`config.mk`:
```
export PLATFORM = sky130hd
export DESIGN_NAME = adc_host_ctrl
export DESIGN_NICKNAME = d
export VERILOG_FILES = /design/src/rtl/adc_host_pkg.sv /design/src/rtl/adc_host_tick.sv /design/src/rtl/adc_host_shift.sv /design/src/rtl/adc_host_ctrl.sv
export SDC_FILE = /design/constraint.sdc
export NUM_CORES = 1
export LEC_CHECK = 0
export BUFFER_PORTS_ARGS = -buffer_cell sky130_fd_sc_hd__buf_2
export CORE_MARGIN = 3
export CORE_UTILIZATION = 25
export DETAILED_ROUTE_END_ITERATION = 8
export GPL_ROUTABILITY_DRIVEN = 0
export GPL_TIMING_DRIVEN = 1
export PLACE_DENSITY = 0.49
export SYNTH_ARGS = -nofsm -noshare
export SYNTH_HDL_FRONTEND = slang
export SYNTH_SLANG_ARGS = --single-unit
```
`constraint.sdc`:
```
create_clock -name clk -period 1.3 [get_ports clk]
set_input_delay 0.39 -clock clk [delete_from_list [all_inputs] [get_ports clk]]
set_output_delay 0.39 -clock clk [all_outputs]
set_load 0.005 [all_outputs]
```
`src/rtl/adc_host_pkg.sv`:
```
package adc_host_pkg;

  typedef enum logic [2:0] {
    ST_IDLE,
    ST_LEAD,
    ST_LOW,
    ST_HIGH,
    ST_QUIET
  } host_state_e;

  typedef enum logic {
    CMD_READ,
    CMD_SLEEP
  } host_cmd_e;

endpackage

```
`src/rtl/adc_host_tick.sv`:
```
// Phase counter: while enabled, counts 0..LIMIT-1 and flags the last count.
module adc_host_tick #(
  parameter int LIMIT = 2
) (
  input  logic clk,
  input  logic rst_n,
  input  logic en,
  output logic done
);
  localparam int CW = (LIMIT > 1) ? $clog2(LIMIT) : 1;

  logic [CW-1:0] cnt_q, cnt_d;

  assign done = en && (cnt_q == CW'(LIMIT - 1));

  always_comb begin
    cnt_d = cnt_q;
    if (!en)      cnt_d = '0;
    else if (done) cnt_d = '0;
    else          cnt_d = cnt_q + 1'b1;
  end

  always_ff @(posedge clk or negedge rst_n) begin
    if (!rst_n) cnt_q <= '0;
    else        cnt_q <= cnt_d;
  end

  AST_TICK_IN_RANGE: assert property (@(posedge clk) disable iff (!rst_n)
    cnt_q <= CW'(LIMIT - 1));
endmodule

```
`src/rtl/adc_host_shift.sv`:
```
// Capture shift register, most significant bit first.
module adc_host_shift #(
  parameter int W = 12
) (
  input  logic         clk,
  input  logic         rst_n,
  input  logic         shift_en,
  input  logic         din,
  output logic [W-1:0] dout
);
  logic [W-1:0] sh_q, sh_d;

  always_comb begin
    sh_d = sh_q;
    if (shift_en) sh_d = {sh_q[W-2:0], din};
  end

  always_ff @(posedge clk or negedge rst_n) begin
    if (!rst_n) sh_q <= '0;
    else        sh_q <= sh_d;
  end

  assign dout = sh_q;
endmodule

```
`src/rtl/adc_host_ctrl.sv`:
```
module adc_host_ctrl
  import adc_host_pkg::*;
#(
  parameter int CLK_DIV    = 2,
  parameter int QUIET_CYC  = 5,
  parameter int FRAME_BITS = 16,
  parameter int DATA_BITS  = 12,
  parameter int SLEEP_EDGE = 3,
  parameter int SHDN_FIRST = 2,
  parameter int SHDN_LAST  = 9
) (
  input  logic                 clk,
  input  logic                 rst_n,
  input  logic                 start,
  input  logic                 shutdown_req,
  input  logic                 abort,
  input  logic                 miso,
  output logic                 cs_n,
  output logic                 sclk,
  output logic [DATA_BITS-1:0] sample,
  output logic                 sample_valid,
  output logic                 busy,
  output logic                 awake
);
  localparam int EW = $clog2(FRAME_BITS + 1);

  // reset: asynchronous assert, synchronous release
  logic [1:0] rsync_q;
  logic       rst_i_n;
  always_ff @(posedge clk or negedge rst_n) begin
    if (!rst_n) rsync_q <= 2'b00;
    else        rsync_q <= {rsync_q[0], 1'b1};
  end
  assign rst_i_n = rsync_q[1];

  host_state_e          state_q, state_d;
  host_cmd_e            cmd_q, cmd_d;
  logic [EW-1:0]        fcnt_q, fcnt_d;
  logic                 cs_n_q, cs_n_d, sclk_q, sclk_d;
  logic                 awake_q, awake_d, woke_q, woke_d;
  logic                 valid_q, valid_d;
  logic [DATA_BITS-1:0] sample_q, sample_d, cap;
  logic                 div_en, div_done, quiet_en, quiet_done, shift_en;

  assign div_en   = (state_q == ST_LEAD) || (state_q == ST_LOW) || (state_q == ST_HIGH);
  assign quiet_en = (state_q == ST_QUIET);

  adc_host_tick #(.LIMIT(CLK_DIV)) u_div (
    .clk(clk), .rst_n(rst_i_n), .en(div_en), .done(div_done));

  adc_host_tick #(.LIMIT(QUIET_CYC)) u_quiet (
    .clk(clk), .rst_n(rst_i_n), .en(quiet_en), .done(quiet_done));

  assign shift_en = (state_q == ST_LOW) && (state_d == ST_HIGH);

  adc_host_shift #(.W(DATA_BITS)) u_cap (
    .clk(clk), .rst_n(rst_i_n), .shift_en(shift_en), .din(miso), .dout(cap));

  // next-state logic
  always_comb begin
    state_d  = state_q;
    cmd_d    = cmd_q;
    fcnt_d   = fcnt_q;
    cs_n_d   = cs_n_q;
    sclk_d   = sclk_q;
    awake_d  = awake_q;
    woke_d   = woke_q;
    sample_d = sample_q;
    valid_d  = 1'b0;
    unique case (state_q)
      ST_IDLE: begin
        if (start || shutdown_req) begin
          state_d = ST_LEAD;
          cmd_d   = shutdown_req ? CMD_SLEEP : CMD_READ;
          fcnt_d  = '0;
          cs_n_d  = 1'b0;
          woke_d  = awake_q;
        end
      end
      ST_LEAD, ST_LOW, ST_HIGH: begin
        if (abort) begin
          state_d = ST_QUIET;
          cs_n_d  = 1'b1;
          sclk_d  = 1'b1;
          if (fcnt_q >= EW'(SHDN_FIRST) && fcnt_q <= EW'(SHDN_LAST)) awake_d = 1'b0;
          else if (fcnt_q > EW'(SHDN_LAST))                          awake_d = 1'b1;
        end else if (div_done) begin
          if (state_q == ST_LEAD) begin
            state_d = ST_LOW;
            sclk_d  = 1'b0;
            fcnt_d  = fcnt_q + 1'b1;
          end else if (state_q == ST_LOW) begin
            if (cmd_q == CMD_SLEEP && fcnt_q == EW'(SLEEP_EDGE)) begin
              state_d = ST_QUIET;
              cs_n_d  = 1'b1;
              sclk_d  = 1'b1;
              awake_d = 1'b0;
            end else begin
              state_d = ST_HIGH;
              sclk_d  = 1'b1;
            end
          end else begin
            if (fcnt_q == EW'(FRAME_BITS)) begin
              state_d = ST_QUIET;
              cs_n_d  = 1'b1;
              awake_d = 1'b1;
              valid_d = woke_q;
              if (woke_q) sample_d = cap;
            end else begin
              state_d = ST_LOW;
              sclk_d  = 1'b0;
              fcnt_d  = fcnt_q + 1'b1;
            end
          end
        end
      end
      ST_QUIET: begin
        if (quiet_done) state_d = ST_IDLE;
      end
      default: state_d = ST_IDLE;
    endcase
  end

  // registers
  always_ff @(posedge clk or negedge rst_i_n) begin
    if (!rst_i_n) begin
      state_q  <= ST_IDLE;
      cmd_q    <= CMD_READ;
      fcnt_q   <= '0;
      cs_n_q   <= 1'b1;
      sclk_q   <= 1'b1;
      awake_q  <= 1'b0;
      woke_q   <= 1'b0;
      valid_q  <= 1'b0;
      sample_q <= '0;
    end else begin
      state_q  <= state_d;
      cmd_q    <= cmd_d;
      fcnt_q   <= fcnt_d;
      cs_n_q   <= cs_n_d;
      sclk_q   <= sclk_d;
      awake_q  <= awake_d;
      woke_q   <= woke_d;
      valid_q  <= valid_d;
      sample_q <= sample_d;
    end
  end

  assign cs_n         = cs_n_q;
  assign sclk         = sclk_q;
  assign sample       = sample_q;
  assign sample_valid = valid_q;
  assign busy         = (state_q != ST_IDLE);
  assign awake        = awake_q;

  // quiet-gap observer for the assertion below
  localparam int HW = $clog2(QUIET_CYC + 2);
  logic [HW-1:0] hi_q;
  always_ff @(posedge clk or negedge rst_i_n) begin
    if (!rst_i_n)                      hi_q <= HW'(QUIET_CYC);
    else if (!cs_n_q)                  hi_q <= '0;
    else if (hi_q < HW'(QUIET_CYC))    hi_q <= hi_q + 1'b1;
  end

  AST_SCLK_IDLE_HIGH: assert property (@(posedge clk) disable iff (!rst_i_n)
    cs_n_q |-> sclk_q);
  AST_QUIET_GAP: assert property (@(posedge clk) disable iff (!rst_i_n)
    $fell(cs_n_q) |-> $past(hi_q) >= HW'(QUIET_CYC));
  AST_BUSY_WHEN_SELECTED: assert property (@(posedge clk) disable iff (!rst_i_n)
    !cs_n_q |-> busy);
  AST_VALID_AT_RELEASE: assert property (@(posedge clk) disable iff (!rst_i_n)
    valid_q |-> ($rose(cs_n_q) && $past(fcnt_q) == EW'(FRAME_BITS) && $past(woke_q)));
  AST_SLEEP_WINDOW: assert property (@(posedge clk) disable iff (!rst_i_n)
    ($rose(cs_n_q) && $past(fcnt_q) >= EW'(SHDN_FIRST) && $past(fcnt_q) <= EW'(SHDN_LAST))
      |-> !awake_q);
  AST_EARLY_KEEPS_MODE: assert property (@(posedge clk) disable iff (!rst_i_n)
    ($rose(cs_n_q) && $past(fcnt_q) < EW'(SHDN_FIRST)) |-> (awake_q == $past(awake_q)));
  AST_FULL_READ_WAKES: assert property (@(posedge clk) disable iff (!rst_i_n)
    ($rose(cs_n_q) && $past(fcnt_q) == EW'(FRAME_BITS)) |-> awake_q);
endmodule

```
==> run_results.csv <==
group,metric,value,unit
outcome,status,"complete, but fails checks",
outcome,violations,"negative setup slack",
synth,syn-instance-count,166,
global_route,grt_pass1_vias,1456,
placed_design,portBuffers,22,
power_and_ir_drop,power,0.00454,W
worst_setup_path,path_class,"flip-flop to flip-flop",
power_and_ir_drop,vdd_drop_max,0.000956,V
detailed_routing,dr_total_vias,1459,
worst_setup_path,cp-start-kind,"flip-flop",
detailed_routing,viasPerCell,4.36,
global_route,antenna_found_initial,0,
clocking,cts_made_buffers,5,
sta,hold_ws,0.182,ns
sta,setup_viol,39,
sta,tns,-17.27,ns
sta,period_minus_slack,1.94,ns
clocking,cts.reportedPaths.clkPinSlew,0.09,ns
sta,fin_crit_sh,1.49,
clocking,cts_buffer_depth,2,
synth,ys_seq_area_frac,0.560,
global_route,grt.overflow.total,0,
detailed_routing,drt_iter0_drc,53,
sta,fmax,516,MHz
floorplan,ioPinCount,23,
clocking,cts_sinks,44,
cells_and_area,fill_cells,752,
flow_run,max_cap_viol_count,0,
min_path,worstHoldPathType,"flip-flop to async pin",
worst_setup_path,required,1.49,ns
detailed_routing,routed_wl,4.31,mm
global_route,grt_pass1_wl,7.27,mm
floorplan,die_y,94.8,um
synth,synth.distinct_cells,37,
worst_setup_path,ff2ff_path_depth,7,
cells_and_area,final_nets,247,
detailed_routing,ant_nets,0,
clocking,cts_root_buf,"clkbuf_8",
floorplan,die_w,94.8,um
cells_and_area,drive_gt1_frac,0.564,
detailed_routing,drt-wirelength-per-cell,12.9,um
floorplan,coreArea,0.00745,mm^2
synth,synth_warnings,0,
synth,avgSynthCellArea,11.9,um^2
floorplan,initial_utilization,0.265,
worst_setup_path,crit_fanout,13,
global_route,grt_usage,0.106,
detailed_routing,drc,0,
placed_design,place_hpwl,2.79,mm
sta,setup_ws,-0.637,ns
worst_setup_path,critPathCaptureType,"flip-flop",
synth,synth-seq-cells,44,
power_and_ir_drop,p_per_area,1580,mW/mm^2
synth,yosysTopAreaCellShare,0.533,
floorplan,rows,31,
synth,yosysTopAreaCell,"dfrtp_1",
cells_and_area,syn_to_final_growth,45.8,%
power_and_ir_drop,power_leakage,1.42,nW
placed_design,place_area,0.00245,mm^2
sta,finalHoldViolCount,0,
global_route,grt_max_degree,30,
clocking,htree_num_levels,2,
sta,slew_violations,0,
synth,syn_area,0.00197,mm^2
floorplan,design.die.area,0.00898,mm^2
synth,yosys-top-cells-area,"dfrtp_1 53%, mux2_4 6.9%, mux2_1 6.3%, ha_1 3.8%, dfstp_2 2.7%",
clocking,cts_tree,"built",
synth,syn_nets,178,
cells_and_area,fin_area,0.00287,mm^2
cells_and_area,diodes,0,
clocking,clk_latency,0.30,ns
detailed_routing,dr.pass1.iters,4,
sta,rsz0062_at_grt,"yes",
cells_and_area,final_util,0.386,
worst_setup_path,crit_arrival,2.13,ns
sta,fin_skew,0.00706,ns
critical path, cell delays in order, from the launching register on:
cell and delay, ns:
dfrtp_1 0.40, inv_2 0.06, ha_1 0.13, and4bb_1 0.23
nand3_2 0.10, or4_4 0.43, buf_12 0.17, mux2_4 0.29
state kept, by name, summed over array words and instances, names as in the netlist:
register	count
sample	12
u_div.cnt_q	1
u_cap.dout	12
cmd_q	1
awake	1
cs_n	1
state_q	3
sclk	1
rsync_q	2
sample_valid	1
fcnt_q	5
woke_q	1
u_quiet.cnt_q	3
worst paths after layout:
path	startpoint	end	slack [ns]
min	rsync_q[1]	state_q[2]	0.18
max	fcnt_q[0]	sample[0]	-0.64
max in group asynchronous	rsync_q[1]	sample[5]	0.65
min in group clk	miso	u_cap.dout[0]	0.33
min reg2reg	rsync_q[1]	state_q[2]	0.18
max reg2reg	fcnt_q[0]	sample[0]	-0.64
layout by cell type, fill, tap and decap left out, drive strengths merged, types with 3 or more instances in the layout:
cell | synthesis | routed
or3 | 3 | 3
nand2 | 8 | 8
ha | 6 | 6
o21ai | 11 | 12
nand3 | 4 | 4
buf | 3 | 66
a21oi | 9 | 9
clkbuf | 4 | 5
inv | 12 | 13
mux2 | 24 | 24
nor2 | 11 | 11
dfrtp | 42 | 42
nor3 | 4 | 4
nand2b | 3 | 3
cells in the mapped netlist:
| cell | count |
|---|---|
| a2111oi_0 | 1 |
| a21boi_1 | 1 |
| a21o_1 | 1 |
| a21oi_1 | 9 |
| a22o_1 | 1 |
| a22oi_1 | 1 |
| a41oi_1 | 1 |
| and3_1 | 1 |
| and4bb_1 | 1 |
| buf_2 | 2 |
| buf_6 | 1 |
| clkbuf_1 | 4 |
| conb_1 | 1 |
| dfrtp_1 | 42 |
| dfstp_2 | 2 |
| ha_1 | 6 |
| inv_1 | 10 |
| inv_2 | 2 |
| mux2_1 | 11 |
| mux2_2 | 4 |
| mux2_4 | 9 |
| nand2_1 | 8 |
| nand2b_1 | 3 |
| nand3_1 | 4 |
| nand4_1 | 1 |
| nor2_1 | 11 |
| nor3_1 | 4 |
| nor3b_1 | 1 |
| o211a_1 | 1 |
| o21ai_0 | 7 |
| o21ai_1 | 4 |
| o22a_1 | 2 |
| o31ai_1 | 2 |
| or2_0 | 1 |
| or3_1 | 3 |
| or4_1 | 2 |
| xnor2_1 | 1 |
layer usage:
metal | GRT usage | wire length [um] | vias up | share of wire
met3 | 0.0382 | 211 | 7 | 0.049
met1 | 0.146 | 2160 | 707 | 0.50
met5 | 0 | 0 | - | 0
met2 | 0.161 | 1900 | 27 | 0.44
met4 | 0.0204 | 42 | 0 | 0.0097
li1 | - | - | 718 | -
report_power, final:
group | switching, W | internal (W) | leakage (nW)
Combinational | 0.000915 | 0.00100 | 0.790
Sequential | 0.000150 | 0.00157 | 0.588
Clock | 0.000514 | 0.000382 | 0.0445
cell type report:
class / instances / area [um^2] / share of cell area
clock buffers: 5 / 68.8 / 0.0239
flip-flops and latches: 44 / 1110 / 0.385
repair buffers: 67 / 500 / 0.174
clock inverters: 3 / 21.3 / 0.00740
inverters: 12 / 45.0 / 0.0157
well taps: 99 / 124 / 0.0431
multi-input cells: 105 / 1010 / 0.351
what timing repair did:
item,CTS,global route
hold buffers,1,0
gates resized for setup,38,23
setup endpoints to repair,42,40
hold endpoints to repair,2,0
pin swaps,11,12
cloned,2,0
buffers inserted,6,5
stage by stage:
| stage | setup slack (ns) | std cells |
|---|---|---|
| global placement | -0.636 | 314 |
| finish | -0.637 | 335 |
| floorplan | -0.735 | 166 |
| CTS | -0.644 | 330 |
| global route | -0.701 | 335 |
| detailed placement | -0.686 | 314 |
cell families (layout without fill, tap and decap cells):
family,Yosys count,after routing,synth area share
xor+xnor,1,1,0.00445
compound gates,31,32,0.0971
fa+ha+maj,6,6,0.0381
simple gates,40,41,0.103
buf+inv,19,87,0.0413
flops,44,44,0.560
other cells,1,1,0.00190
mux,24,24,0.154
No activity file was read; power rests on OpenSTA's default activity.
